[src/rtl/tick_timer.sv]
module tick_timer #(
  parameter int DW = 32,
  parameter int CW = 24,
  parameter logic [CW-1:0] CAL_TICKS = 24'h0F4240,
  parameter bit CAL_SKEW = 1'b1,
  parameter bit CAL_NOREF = 1'b0
) (
  input  logic          clk,
  input  logic          rst_n,
  input  logic          ext_ref,
  input  logic [3:0]    bus_addr,
  input  logic          bus_wr,
  input  logic          bus_rd,
  input  logic [DW-1:0] bus_wdata,
  output logic [DW-1:0] bus_rdata,
  output logic          irq
);
  localparam int PAD = DW - CW;
  localparam int FLAG_BIT = 16;

  logic          en_q, ie_q, core_q, wrap_q, irq_q;
  logic [CW-1:0] reload_q, count_q;
  logic [2:0]    sync_q;
  logic          tick, ref_edge, step, underflow;
  logic          sel_ctl, sel_rld, sel_cnt;
  logic [DW-1:0] ctl_word;
  logic          unused_bits;

  assign sel_ctl = bus_addr[3:2] == 2'd0;
  assign sel_rld = bus_addr[3:2] == 2'd1;
  assign sel_cnt = bus_addr[3:2] == 2'd2;
  assign unused_bits = ^{bus_addr[1:0], bus_wdata[DW-1:CW]};

  assign ref_edge  = sync_q[1] & ~sync_q[2];
  assign tick      = core_q | ref_edge;
  assign step      = en_q & tick & ~(bus_wr & sel_cnt);
  assign underflow = step & (count_q == {{(CW-1){1'b0}}, 1'b1});
  assign irq       = irq_q;

  always_ff @(posedge clk) begin
    if (!rst_n) sync_q <= '0;
    else        sync_q <= {sync_q[1:0], ext_ref};
  end

  always_ff @(posedge clk) begin
    if (!rst_n) begin
      en_q <= 1'b0; ie_q <= 1'b0; core_q <= 1'b0;
      reload_q <= '0;
    end else if (bus_wr) begin
      if (sel_ctl) {core_q, ie_q, en_q} <= bus_wdata[2:0];
      if (sel_rld) reload_q <= bus_wdata[CW-1:0];
    end
  end

  always_ff @(posedge clk) begin
    if (!rst_n)                count_q <= '0;
    else if (bus_wr && sel_cnt) count_q <= '0;
    else if (step)             count_q <= (count_q == '0) ? reload_q : count_q - 1'b1;
  end

  always_ff @(posedge clk) begin
    if (!rst_n) begin
      wrap_q <= 1'b0;
      irq_q  <= 1'b0;
    end else begin
      irq_q <= underflow & ie_q;
      if (underflow)                                      wrap_q <= 1'b1;
      else if ((bus_wr && sel_cnt) || (bus_rd && sel_ctl)) wrap_q <= 1'b0;
    end
  end

  always_comb begin
    ctl_word = '0;
    ctl_word[0] = en_q;
    ctl_word[1] = ie_q;
    ctl_word[2] = core_q;
    ctl_word[FLAG_BIT] = wrap_q;
  end

  always_comb begin
    case (bus_addr[3:2])
      2'd0:    bus_rdata = ctl_word;
      2'd1:    bus_rdata = {{PAD{1'b0}}, reload_q};
      2'd2:    bus_rdata = {{PAD{1'b0}}, count_q};
      default: bus_rdata = {CAL_NOREF, CAL_SKEW, {(PAD-2){1'b0}}, CAL_TICKS};
    endcase
  end

  p_decrement_r5: assert property (@(posedge clk) disable iff (!rst_n)
    (step && count_q != '0) |=> count_q == $past(count_q) - 1'b1);
  p_hold_r6: assert property (@(posedge clk) disable iff (!rst_n)
    (!en_q && !(bus_wr && sel_cnt)) |=> $stable(count_q));
  p_clear_r7: assert property (@(posedge clk) disable iff (!rst_n)
    (bus_wr && sel_cnt) |=> (count_q == '0 && !wrap_q));
  p_flag_set_r8: assert property (@(posedge clk) disable iff (!rst_n)
    underflow |=> wrap_q);
  p_zero_reload_r10: assert property (@(posedge clk) disable iff (!rst_n)
    (reload_q == '0 && count_q == '0) |=> (count_q == '0 && !irq_q));
  p_irq_pulse_r11: assert property (@(posedge clk) disable iff (!rst_n)
    irq_q |-> (count_q == '0 && $past(ie_q)) ##1 !irq_q);
  p_ref_single_r12: assert property (@(posedge clk) disable iff (!rst_n)
    ref_edge |=> !ref_edge);
endmodule

[config.mk]
export PLATFORM = sky130hd
export DESIGN_NAME = tick_timer
export DESIGN_NICKNAME = d
export VERILOG_FILES = /design/src/rtl/tick_timer.sv
export SDC_FILE = /design/constraint.sdc
export NUM_CORES = 1
export LEC_CHECK = 0
export BUFFER_PORTS_ARGS = -buffer_cell sky130_fd_sc_hd__buf_4
export CORE_ASPECT_RATIO = 0.75
export CORE_MARGIN = 1.5
export CORE_UTILIZATION = 58
export CTS_BUF_LIST = sky130_fd_sc_hd__clkbuf_16
export DETAILED_ROUTE_END_ITERATION = 8
export PLACE_DENSITY_LB_ADDON = 0.25
export SYNTH_ARGS = -nofsm -noshare
export SYNTH_HDL_FRONTEND = slang
export SYNTH_SLANG_ARGS = --single-unit
[constraint.sdc]
create_clock -name clk -period 4.2 [get_ports clk]
set_input_delay 0.63 -clock clk [delete_from_list [all_inputs] [get_ports clk]]
set_output_delay 0.63 -clock clk [all_outputs]
set_load 0.005 [all_outputs]
==> results of run 1 <==
critical path: cells and delay by family, from the launching register on:
| family | cells | cell delay (ns) |
|---|---|---|
| AOI/OAI and AO/OA | 2 | 0.42 |
| and+or+nand+nor | 3 | 2.39 |
| DFF | 1 | 0.37 |
logic make-up after synthesis:
family | synth area share (%)
and+or+nand+nor | 24.3
AOI/OAI and AO/OA | 26.4
DFF | 35.6
buffers and inverters | 7.42
muxes | 5.08
adders and majority gates | 1.19
other | 0.119
layout make-up:
class	count	area (um^2)	area share, %
inverter	13	48.8	1.33
multi-input combinational	305	1820	49.5
tap	75	93.8	2.55
clock buffer	5	125	3.40
sequential	56	1120	30.5
timing repair buffer	60	450	12.2
clock inverter	3	20.0	0.544
layout by cell type, fill, tap and decap left out, types with 3 or more instances in the layout:
master,count
inv_1,14
or2_2,6
nor4b_1,3
mux2i_1,16
or4_1,7
o21ai_0,25
buf_4,60
o2bb2ai_1,4
or3_1,5
o22ai_1,7
dfxtp_1,56
a221oi_1,10
o21a_1,4
ha_1,3
nor2_1,22
conb_1,7
nor3_1,14
nor2b_1,8
nor4_1,7
a22o_1,14
nand4_1,3
clkbuf_16,5
a21oi_1,15
a21boi_0,25
and2_1,6
nand2_1,74
metal layers:
| layer | routed length [um] | up-vias | share of wire [%] | global-route usage (%) |
|---|---|---|---|---|
| met4 | 278 | 0 | 3.1 | 15.0 |
| met3 | 1000 | 34 | 11 | 7.81 |
| met2 | 3790 | 187 | 42 | 45.5 |
| li1 | - | 1507 | - | - |
| met1 | 3870 | 1434 | 43 | 46.2 |
| met5 | 0 | - | 0 | 0 |
worst max-delay path by stage:
stage	start	end	slack (ns)	depth (start not counted)
after global placement	count_q[4]	count_q[13]	1.0	5
after floorplan	count_q[4]	count_q[19]	1.57	8
after global routing	count_q[4]	count_q[17]	0.71	5
final	count_q[4]	count_q[7]	0.86	5
after detailed placement	count_q[4]	count_q[6]	0.94	5
after CTS	count_q[4]	count_q[7]	0.92	5
power breakdown:
group | switching (W) | total (W) | leakage [nW] | internal [W]
Combinational | 0.0000914 | 0.000160 | 0.932 | 0.0000681
Sequential | 0.0000125 | 0.000554 | 0.453 | 0.000541
Clock | 0.000198 | 0.000419 | 0.0712 | 0.000220
registers in the layout (all words and copies together) (netlist names):
name,cells
core_q,1
sync_q,3
en_q,1
irq,1
reload_q,24
count_q,24
ie_q,1
wrap_q,1
cells in the mapped netlist (3+ instances only):
library cell	instances	area, um^2
a21boi_0	25	188
a21oi_1	15	75.1
a221oi_1	10	87.6
a22o_1	14	123
and2_1	6	37.5
buf_1	3	11.3
buf_2	4	20.0
buf_4	7	52.6
clkbuf_1	24	90.1
dfxtp_1	56	1120
ha_1	3	37.5
inv_1	13	48.8
mux2i_1	16	160
nand2_1	74	278
nand4_1	3	18.8
nor2_1	22	82.6
nor2b_1	8	50.1
nor3_1	14	70.1
nor4_1	7	43.8
nor4b_1	3	26.3
o21a_1	4	30.0
o21ai_0	25	125
o22ai_1	7	43.8
o2bb2ai_1	4	35.0
or2_2	6	37.5
or3_1	5	31.3
or4_1	7	52.6
per-stage QoR:
| stage | instance area, um^2 | hold WS (ns) | instances | utilization [%] | total power (W) |
|---|---|---|---|---|---|
| 2_1_floorplan | 3170 | 0.412 | 413 | - | 0.000669 |
| 3_3_place_gp | 3530 | 0.420 | 509 | 66.7 | 0.000716 |
| 3_5_place_dp | 3530 | 0.430 | 509 | 66.7 | 0.000722 |
| 4_1_cts | 3680 | 0.442 | 517 | 69.5 | 0.00113 |
| 5_1_grt | 3680 | 0.460 | 517 | 69.5 | 0.00118 |
| 6_report | 3680 | 0.439 | 517 | 69.5 | 0.00113 |
==> parameters.txt, run 1 <==
Parameter                              Value

STA
  Headroom to the max-slew limit    26.2%
  Final WS setup    0.863 ns
  Count of final hold-check violations    0
  Crit path time final    3.34 ns
  Setup violation total in the final timing report    0
  Max Transition Viols Final    0
  Transition time of the tightest slew-check pin    1.10 ns
  Peak Freq    0.300 GHz
  Maximum clock skew at final layout    0.00571 ns
  Unrepaired setup endpoints after global routing    no
  Portion of the clock cycle consumed by the worst path in the final layout    79.5%
  Final total negative setup slack    0 ns

Power
  VDD IR-drop max    0.000214 V
  Power per Cell Area    308 nW/um^2
  Lkg Pwr    1.46 nW

Clock tree
  Clock tree root driver cell    clkbuf_16
  Gates resized, CTS repair    0
  Max H-tree Level    2
  Maximum clock path buffer count    2
  Post-CTS clock slew at the launch and capture registers of the worst setup and hold paths    0.07 ns
  Number of buffers created by CTS    5
  TritonCTS clock tree    done
  CTS sink cnt    56
  Hold-fix buffers at CTS    0
  Clock latency reported for the late side of the worst-skew pair    0.30 ns
  Setup repair bufs after CTS    0

Placement
  HPWL after DPL    6.25 mm
  Global placement routability congestion    0.944
  Number of port buffers    56
  Worst Setup Slack post-DPL    0.944 ns

Floorplan
  I/O Pins    74
  Site Rows    23
  Initial core utilization    59.5%
  Die outline width    88.1 um
  Core box area    5300 um^2
  Die span in y    66.8 um
  Die area    5890 um^2

Synth
  Number of enable-type register cells in the synthesized netlist    0
  Share of synthesized registers carrying an async set or reset    0%
  Syn Inst Count    407
  Syn avg cell area    7.74 um^2
  Portion of the post-synthesis area used by sequential elements    35.6%
  Netlist area before placement    3150 um^2
  Main flop type after synthesis    dfxtp_1
  Synth unique cells    45
  Yosys warns    0
  Post-synthesis register bit count    56

Critical path
  Cell breakdown of the critical path    or4_1 > or4_1 > or4_1 > o21ai_0 > a221oi_1
  Critical path's slowest cell    or4_1
  Endpoint required time on the critical path    4.35 ns
  Type of element capturing the critical path    register
  Critical Path Source Type    register
  Category of the most critical setup path    reg -> reg
  Register-to-Register Setup Slack    0.86 ns
  Worst path arrival time    3.48 ns
  Worst-case reg-to-reg path depth    5
  Worst-path maximum fanout    16
  Delay contributed by the slowest stage of the critical path    0.92 ns
  Reg-to-reg critical path endpoint    count_q[7]
  Startpoint of the most critical register-to-register path    count_q[4]
  Most frequent cell on the critical path    or4_1

Routing
  Post-Route WL    8.93 mm
  Ratio of routed vias to standard cells    6.12
  Total DRC errors in the routed layout    0
  Routed wire per std cell    17.3 um
  Routed Antenna Nets    0
  Number of detailed-route iterations in the first pass    5
  Routed via count    3162
  Initial detailed-routing violation count    309

Global routing
  Number of global-route vias before repair    2869
  GRT Util Overall    32.4%
  Pin count of the biggest net entering global routing    35
  Congestion Overflow GR    0
  Global-route wire length before repair    14.5 mm
  Number of antenna violations at the first check in global routing    0

Cells and area
  Net count of the finished layout    485
  Final antenna diode count    0
  Fraction of final layout cells sized beyond drive strength 1    17.0%
  Count of filler cells inserted in the layout    463
  Syn-to-layout area delta    16.7%

Run status
  Result of the run    finished clean

Min path
  Destination of the worst hold path    sync_q[1]
  Startpoint of the lowest-slack hold path    sync_q[0]
  Number of cells traversed by the worst hold path    1
  Type of the most critical hold path    reg -> reg

Job
  Maxcap violations    0
Note: power is estimated with default switching activity, not from simulation.
==> inputs of run 2 (changes only) <==
Settings changed: ABC_AREA set to 1, CORE_UTILIZATION 58 to 54.
Clock period 4.2 ns to 3.5 ns, I/O delays scaled along.
==> parameters.txt, run 2 <==
Parameter                              Value

Synth
  Portion of the post-synthesis area used by sequential elements    34.3%
  Post-synthesis register bit count    56
  Netlist area before placement    3270 um^2
  Share of synthesized cell area in and, or, nand and nor gates    31.7%
  Dominant combinational cell family by area after synthesis    simple AND/OR/NAND/NOR gates
  Ranking of synthesized cells by instance count    nand2_1 (103), nor2_1 (72), inv_1 (71)
  Number of enable-type register cells in the synthesized netlist    0
  Share of the synthesized area in compound gates (AO/OA/AOI/OAI)    19.0%
  Mux contribution to synthesized area    0%
  Synth unique cells    24
  Xor and xnor fraction of the mapped netlist area    0.268%
  Fraction of synthesized cell area taken by the top area cell type    34.3%
  Share of synthesized registers carrying an async set or reset    0%
  Fraction of the mapped netlist area in adder cells    1.15%
  Largest area contributor in the synthesized netlist    dfxtp_1
  Top cells by area in the synthesized netlist    dfxtp_1 (34%), nand2_1 (12%), a21oi_1 (8.3%)
  Syn avg cell area    6.32 um^2
  Main flop type after synthesis    dfxtp_1
  Syn Inst Count    518
  Top-count cell post-synth    nand2_1
  Yosys warns    0

STA
  Peak Freq    0.403 GHz
  Portion of the clock cycle consumed by the worst path in the final layout    70.9%
  Count of final hold-check violations    0
  Transition time of the tightest slew-check pin    0.983 ns
  Max Transition Viols Final    0
  Crit path time final    2.48 ns
  Setup violation total in the final timing report    0
  Unrepaired setup endpoints after global routing    no
  Final hold slack    0.403 ns
  Headroom to the max-slew limit    34.3%
  Final total negative setup slack    0 ns
  Maximum clock skew at final layout    0.00680 ns

Critical path
  Critical Path Source Type    primary input
  Critical path's slowest cell    nand2_1
  Buffer and inverter count on the worst path    3
  Endpoint required time on the critical path    2.97 ns
  Worst path arrival time    1.96 ns
  Family of cells with the greatest summed delay on the critical path    simple AND/OR/NAND/NOR gates
  Type of element capturing the critical path    primary output
  Worst-path maximum fanout    24
  Cell breakdown of the critical path    buf_4 > inv_1 > nand2_1 > o22ai_1 > a21oi_1 > nand2_1 > buf_4
  Category of the most critical setup path    in -> out
  Delay contributed by the slowest stage of the critical path    0.56 ns
  Register-to-Register Setup Slack    1.29 ns

Routing
  Ratio of routed vias to standard cells    5.57
  Post-Route WL    8.82 mm
  Initial detailed-routing violation count    278
  Routed via count    3560
  Number of detailed-route iterations in the first pass    5
  Routed Antenna Nets    0
  Routed wire per std cell    13.8 um
  Total DRC errors in the routed layout    0

Cells and area
  Most common library cell in the layout ignoring fill and taps    nand2_1
  Fraction of final layout cells sized beyond drive strength 1    13.7%
  Count of filler cells inserted in the layout    538
  Syn-to-layout area delta    16.6%
  Final antenna diode count    0
  Largest registers    count_q: 24 flops, reload_q: 24 flops, sync_q: 3 flops
  Net count of the finished layout    604
  Most frequent cells in the layout    nand2_1 (103), nor2_1 (72), inv_1 (71), buf_4 (59), dfxtp_1 (56)

Clock tree
  Maximum clock path buffer count    2
  Gates resized, CTS repair    0
  Setup repair bufs after CTS    0
  TritonCTS clock tree    done
  Post-CTS clock slew at the launch and capture registers of the worst setup and hold paths    0.08 ns
  Clock latency reported for the late side of the worst-skew pair    0.30 ns
  Max H-tree Level    2
  Clock tree root driver cell    clkbuf_16
  Hold-fix buffers at CTS    0
  Number of buffers created by CTS    5
  CTS sink cnt    56

Floorplan
  Core box area    5830 um^2
  Site Rows    24
  Die area    6540 um^2
  I/O Pins    74
  Die outline width    92.9 um
  Initial core utilization    56.2%
  Die span in y    70.4 um

Placement
  Global placement routability congestion    0.896
  Number of port buffers    56
  HPWL after DPL    6.07 mm

Power
  VDD IR-drop max    0.000248 V
  Lkg Pwr    1.70 nW
  Power per Cell Area    374 nW/um^2

Min path
  Type of the most critical hold path    in -> reg

Run status
  Result of the run    finished clean

Global routing
  Number of antenna violations at the first check in global routing    0
  Congestion Overflow GR    0
  Pin count of the biggest net entering global routing    49
  Global-route wire length before repair    14.6 mm
  Number of global-route vias before repair    3180
  GRT Util Overall    27.7%

Job
  Maxcap violations    0
-- run 2: cell type report --
| type | instances | area (um^2) | share of cell area (%) |
|---|---|---|---|
| multi-input cells | 367 | 1730 | 45.4 |
| repair buffers | 59 | 443 | 11.6 |
| clock inverters | 3 | 28.8 | 0.754 |
| inverters | 71 | 267 | 6.99 |
| clock buffers | 5 | 125 | 3.28 |
| well taps | 78 | 97.6 | 2.56 |
| flip-flops and latches | 56 | 1120 | 29.4 |
-- run 2: final timing paths --
check | startpoint | end | cells past startpoint
max | bus_addr[3] | bus_rdata[16] | 7
min | ext_ref | sync_q[0] | 3
max reg2reg | count_q[16] | count_q[22] | 9
min reg2reg | sync_q[0] | sync_q[1] | 2
-- run 2: logic make-up (layout without fill, tap and decap cells) --
| kind of cell | Yosys count | count (layout) |
|---|---|---|
| adders and majority gates | 3 | 3 |
| other | 1 | 7 |
| AOI/OAI and AO/OA | 114 | 114 |
| xor gates and xnor gates | 1 | 1 |
| and+or+nand+nor | 242 | 242 |
| buffers and inverters | 101 | 138 |
| DFF | 56 | 56 |
-- run 2: worst reg2reg max path: stages (launching register included) --
cell,delay [ns]
dfxtp_1,0.37
nor2_1,0.18
nand2_1,0.11
nor2_2,0.25
nand3_2,0.40
buf_4,0.39
nor2_1,0.18
nor2_1,0.06
nand2_1,0.07
a21oi_1,0.05
-- run 2: layer usage --
layer	up-vias	routed length, um	GRT usage [%]
met3	15	653	4.58
met2	154	4070	45.5
li1	1762	-	-
met5	-	0	0
met4	0	119	7.41
met1	1629	3980	37.4
-- run 2: stage by stage --
stage               std cells  utilization, %  setup WS [ns]  cell area [um^2]  power [W]
floorplan                 524               -           1.77              3300   0.000841
global placement          631            62.8           1.11              3660   0.000898
detailed placement        631            62.8           1.05              3660   0.000904
CTS                       639            65.5           1.04              3810    0.00143
global route              639            65.5          0.880              3810    0.00149
finish                    639            65.5           1.02              3810    0.00143
-- run 2: where the power goes --
part / internal (W) / switching [W]
Sequential: 0.000656 / 0.0000101
Combinational: 0.0000849 / 0.000142
Clock: 0.000277 / 0.000258
Total: 0.00102 / 0.000410
